$ cat src/rtl/pwalk_seq.sv
module pwalk_seq #(
  parameter int FILL_BEATS = 4,
  parameter int A_POS = 5,
  parameter int D_POS = 6,
  parameter int P_POS = 0
) (
  input  logic        clk,
  input  logic        rst_n,
  input  logic        req_valid,
  output logic        req_ready,
  input  logic [31:0] req_lin,
  input  logic        req_wr,
  input  logic [31:0] tbl_base,
  output logic        bus_ads,
  output logic [31:0] bus_addr,
  output logic        bus_wr,
  output logic        bus_lock,
  output logic        bus_fill,
  output logic [31:0] bus_wdata,
  input  logic [31:0] bus_rdata,
  input  logic        bus_rdy,
  output logic        done,
  output logic        fault,
  output logic [19:0] frame
);
  localparam int BW = $clog2(FILL_BEATS + 1);
  localparam logic [31:0] A_MSK = 32'd1 << A_POS;
  localparam logic [31:0] D_MSK = 32'd1 << D_POS;

  typedef enum logic [2:0] {S_IDLE, S_ADS, S_WAIT, S_DONE, S_FAULT} st_t;
  typedef enum logic [2:0] {K_DPRB, K_DLRD, K_DLWR, K_TPRB, K_TLRD, K_TLWR, K_FILL} kind_t;

  st_t         st;
  kind_t       kind;
  logic [31:0] lin;
  logic        wacc;
  logic [19:0] base_hi, dir_hi, tbl_hi;
  logic [31:0] wdata;
  logic [BW-1:0] beats;

  logic on_dir, in_xfer, locked_op, need, present;
  logic [31:0] set_msk;

  assign on_dir    = (kind == K_DPRB) || (kind == K_DLRD) || (kind == K_DLWR);
  assign in_xfer   = (st == S_ADS) || (st == S_WAIT);
  assign locked_op = (kind == K_DLRD) || (kind == K_DLWR) || (kind == K_TLRD) || (kind == K_TLWR);
  assign set_msk   = on_dir ? A_MSK : (A_MSK | (wacc ? D_MSK : 32'd0));
  assign need      = ((bus_rdata & set_msk) != set_msk);
  assign present   = bus_rdata[P_POS];

  assign req_ready = (st == S_IDLE);
  assign bus_ads   = (st == S_ADS);
  assign bus_lock  = in_xfer && locked_op;
  assign bus_wr    = in_xfer && ((kind == K_DLWR) || (kind == K_TLWR));
  assign bus_fill  = in_xfer && (kind == K_FILL);
  assign bus_wdata = wdata;
  assign done      = (st == S_DONE);
  assign fault     = (st == S_FAULT);
  assign frame     = tbl_hi;

  always_comb begin
    if (on_dir)              bus_addr = {base_hi, lin[31:22], 2'b00};
    else if (kind == K_FILL) bus_addr = {tbl_hi, lin[11:5], 5'b0};
    else                     bus_addr = {dir_hi, lin[21:12], 2'b00};
  end

  always_ff @(posedge clk or negedge rst_n) begin
    if (!rst_n) begin
      st      <= S_IDLE;
      kind    <= K_DPRB;
      lin     <= '0;
      wacc    <= 1'b0;
      base_hi <= '0;
      dir_hi  <= '0;
      tbl_hi  <= '0;
      wdata   <= '0;
      beats   <= '0;
    end else begin
      case (st)
        S_IDLE: if (req_valid) begin
          lin     <= req_lin;
          wacc    <= req_wr;
          base_hi <= tbl_base[31:12];
          kind    <= K_DPRB;
          st      <= S_ADS;
        end
        S_ADS: st <= S_WAIT;
        S_WAIT: if (bus_rdy) begin
          st <= S_ADS;
          case (kind)
            K_DPRB: begin
              dir_hi <= bus_rdata[31:12];
              if (!present)  st <= S_FAULT;
              else if (need) kind <= K_DLRD;
              else           kind <= K_TPRB;
            end
            K_DLRD: begin
              dir_hi <= bus_rdata[31:12];
              wdata  <= bus_rdata | set_msk;
              kind   <= K_DLWR;
            end
            K_DLWR: kind <= K_TPRB;
            K_TPRB: begin
              tbl_hi <= bus_rdata[31:12];
              beats  <= '0;
              if (!present)  st <= S_FAULT;
              else if (need) kind <= K_TLRD;
              else           kind <= K_FILL;
            end
            K_TLRD: begin
              tbl_hi <= bus_rdata[31:12];
              wdata  <= bus_rdata | set_msk;
              kind   <= K_TLWR;
            end
            K_TLWR: begin
              beats <= '0;
              kind  <= K_FILL;
            end
            default: begin
              beats <= beats + 1'b1;
              if (beats == BW'(FILL_BEATS - 1)) st <= S_DONE;
              else                              st <= S_WAIT;
            end
          endcase
        end
        default: st <= S_IDLE;
      endcase
    end
  end
endmodule

$ cat config.mk
export PLATFORM = sky130hd
export DESIGN_NAME = pwalk_seq
export DESIGN_NICKNAME = d
export VERILOG_FILES = /design/src/rtl/pwalk_seq.sv
export SDC_FILE = /design/constraint.sdc
export NUM_CORES = 1
export LEC_CHECK = 0
export ABC_CLOCK_PERIOD_IN_PS = 2400
export BUFFER_PORTS_ARGS = -buffer_cell sky130_fd_sc_hd__buf_2
export CAP_MARGIN = 5
export CORE_AREA = 2 2 110 112
export DETAILED_ROUTE_END_ITERATION = 10
export DIE_AREA = 0 0 112 114
export MAX_ROUTING_LAYER = met4
export PLACE_DENSITY = 0.89
export SLEW_MARGIN = 40
export SYNTH_ARGS = -nofsm -noshare
export SYNTH_HDL_FRONTEND = slang
export SYNTH_SLANG_ARGS = --single-unit
$ cat constraint.sdc
create_clock -name clk -period 2.4 [get_ports clk]
set_clock_uncertainty 0.1 [all_clocks]
set_input_delay 0.12 -clock clk [delete_from_list [all_inputs] [get_ports clk]]
set_output_delay 0.12 -clock clk [all_outputs]
set_load 0.02 [all_outputs]
==> run metrics <==
status completed; initial antenna violation count 0; die width between 100 and 150 um; Avg Vias per Cell 5.29; CP Data Required Time 2180 ps; total negative slack 0 ps; detailed placement HPWL 9.55 mm; fin area between 0.008 and 0.009 mm^2; xor and xnor area share after synthesis less than 1%; drt drc 0; Hold Vio Cnt, Final 0; distinct cell type count after synthesis 39; # diodes 0; max incr delay on CP 370 ps; Final Util 70.0%; Rel. slew slack ~65%; fin. max-slew vios 0; share of cells above drive strength 1 48.8%; Skew-Pair Late Insertion Delay between 400 and 500 ps; clock sinks around 130; H-tree depth 4; worst-path maximum fanout 37; final antenna-violating net count 0; commonest non-fill, non-tap cells in the layout 171 x buf_2, 129 x dfrtp_1, 118 x mux2_2; final WL roughly 15 mm; synthesized instance count 435; Yosys reg bits 129; crit-path cells buf_4 -> a21oi_4 -> buf_4 -> nand2_1 -> o21ai_0 -> buf_2; period utilization a little over nine tenths; fin crit period 2260 ps; PnR Total Power 10200 uW; Nets roughly 800; M3 GR Usage 6.22%; type of origin of the critical path register; first-pass GRT wire length about 25 mm; Crit Path Class reg -> out; placed cells roughly 740; met1 GRT Util 29.2%; Avg Cell Area, Syn roughly 13 um^2; Via Count between 4k and 5k; Fmax achieved ~440 MHz; GPL Wtd Cong 0.875; Post-synth EDFFs 0; clock-pin slew on the worst setup and hold paths 60 ps; Hold/Removal Path Class in -> async; RSZ-0062 raised after global routing false; critical path data arrival time 2040 ps; port bufs 172; initial core utilization between 40% and 50%; Vert. Die Dim 114 um; io pins between 150 and 200; Critical Path Sink Type output port; Max-Cap Viols 0; row count 40; Compound-Gate Fraction of Synth Area 5.43%; top cell type's share of synthesized area 56.2%; top post-synthesis cells by area dfrtp_1 56%, mux2_2 23%, mux2i_1 4.7%; global route overflow 0; simple-gate share of the synthesized area about 6.3%; most crowded layer after global routing met2; CTS Buffer Depth 2; asr flop ratio synth 100%; Yosys Warn Count 0; endpoints failing setup 0; cell taking the most area after synthesis dfrtp_1; die area roughly 0.013 mm^2; Core Box Area roughly 0.012 mm^2; 1st-pass router iterations 4; Post-Layout Cell Count between 800 and 900; number of global-route vias before repair roughly 5k; most common cell after layout, fill and taps aside buf_2; Post-DP Area about 0.007 mm^2; most used cell, CP buf_4; sequential fraction of the synthesis area between 50% and 60%; post-synthesis instance area ~0.0057 mm^2; GRT Total Usage ~26%; mux share of post-synthesis cell area ~28%; clk root buf clkbuf_16; PD cells 1250 mW/mm^2; Iter 0 DRT Violations 286; largest net degree at the start of global routing 60; met2 usage about 44%; Area growth, synth to finish 42.9%; number of fill cells between 700 and 800; Worst VDD drop roughly 0.8 mV; CTS tree done; leak pwr roughly 0.0042 uW; Worst Tran Pin Value roughly 530 ps; CP max-delay cell dfrtp_1; CTS Buf Count 17; wire per inst 17.9 um; Synth Flop Type dfrtp_1; largest family of logic cells by synthesized area multiplexers; Post-Synth Adder-Cell Area less than 1%
## sequential cells by signal, summed over array words and instances (netlist names)
name and count:
bus_wdata 32, lin 27, dir_hi 20, frame 20
st 3, kind 3, wacc 1, beats 3
base_hi 20
## where the power goes
part | internal (uW) | switching (uW)
sequential | 3150 | 562
clock | 1530 | 928
combinational | 1840 | 2230
total | 6520 | 3720
## cells in the mapped netlist (2+ instances only)
cell type,count
inv_1,2
nand2b_1,7
a22o_1,5
and3b_1,2
nor2_1,11
buf_2,15
nor3b_1,4
buf_6,3
dfrtp_1,129
nor3_1,3
a21oi_1,8
o21ai_0,30
mux2i_1,27
nand2_1,31
nor2b_1,3
a21o_1,2
and2_1,2
buf_4,6
o22ai_1,2
mux2_2,118
ha_1,2
clkbuf_1,6
## layer usage
metal | part of all wire [%] | vias up | wire length [um]
li1 | - | 2066 | -
met1 | 39 | 2253 | 6050
met2 | 52 | 179 | 7920
met3 | 5.5 | 43 | 836
met4 | 3.4 | 0 | 518
met5 | 0 | - | 0
## cell type report
class | instances | area, um^2 | share of cell area, %
multi-input cells | 275 | 2350 | 28.7
repair buffers | 273 | 1860 | 22.6
clock inverters | 9 | 81.3 | 0.992
flip-flops and latches | 129 | 3230 | 39.4
well taps | 147 | 184 | 2.24
clock buffers | 23 | 488 | 5.95
inverters | 2 | 7.51 | 0.0916
## logic make-up (layout without fill, tap and decap cells)
| logic type | Yosys count | in the layout |
|---|---|---|
| buffers and inverters | 32 | 307 |
| flip-flops | 129 | 129 |
| other | 1 | 2 |
| AO/OA/AOI/OAI | 53 | 53 |
| AND/OR/NAND/NOR | 70 | 70 |
| XOR/XNOR | 2 | 2 |
| adder cells (fa/ha/maj) | 2 | 2 |
| multiplexers | 146 | 146 |
## final timing paths
path                               from      endpoint  slack [ps]  depth (start not counted)
max                             kind[1]  bus_addr[12]         140                          6
min                               rst_n  bus_wdata[9]         120                          2
max reg2reg                       st[0]  bus_wdata[3]         300                          4
min reg2reg                bus_wdata[5]  bus_wdata[5]         360                          1
max in group asynchronous         rst_n       lin[16]        1260                          3
min in group clk              req_valid       kind[2]         220                          5
## stage by stage
step,hold slack [ps],setup WS [ps]
2_1_floorplan,-276,427
3_3_place_gp,12.5,381
3_5_place_dp,21.8,306
4_1_cts,123,20.7
5_1_grt,172,34.2
6_report,117,137
## critical path, delay by kind of cell, from the launching register on
| family | cells | cell delay, ps |
|---|---|---|
| simple gates | 1 | 120 |
| compound gates | 2 | 320 |
| buf+inv | 3 | 820 |
| flops | 1 | 370 |
## timing repair
item / 4_1_cts / 5_1_grt
setup buffers: 0 / 0
resized for setup: 1 / 1
hold buffers: 82 / 0
endpoints found under the setup margin: 3 / 13
hold endpoints to repair: 161 / 0
Note: power is estimated with default switching activity, not from simulation.
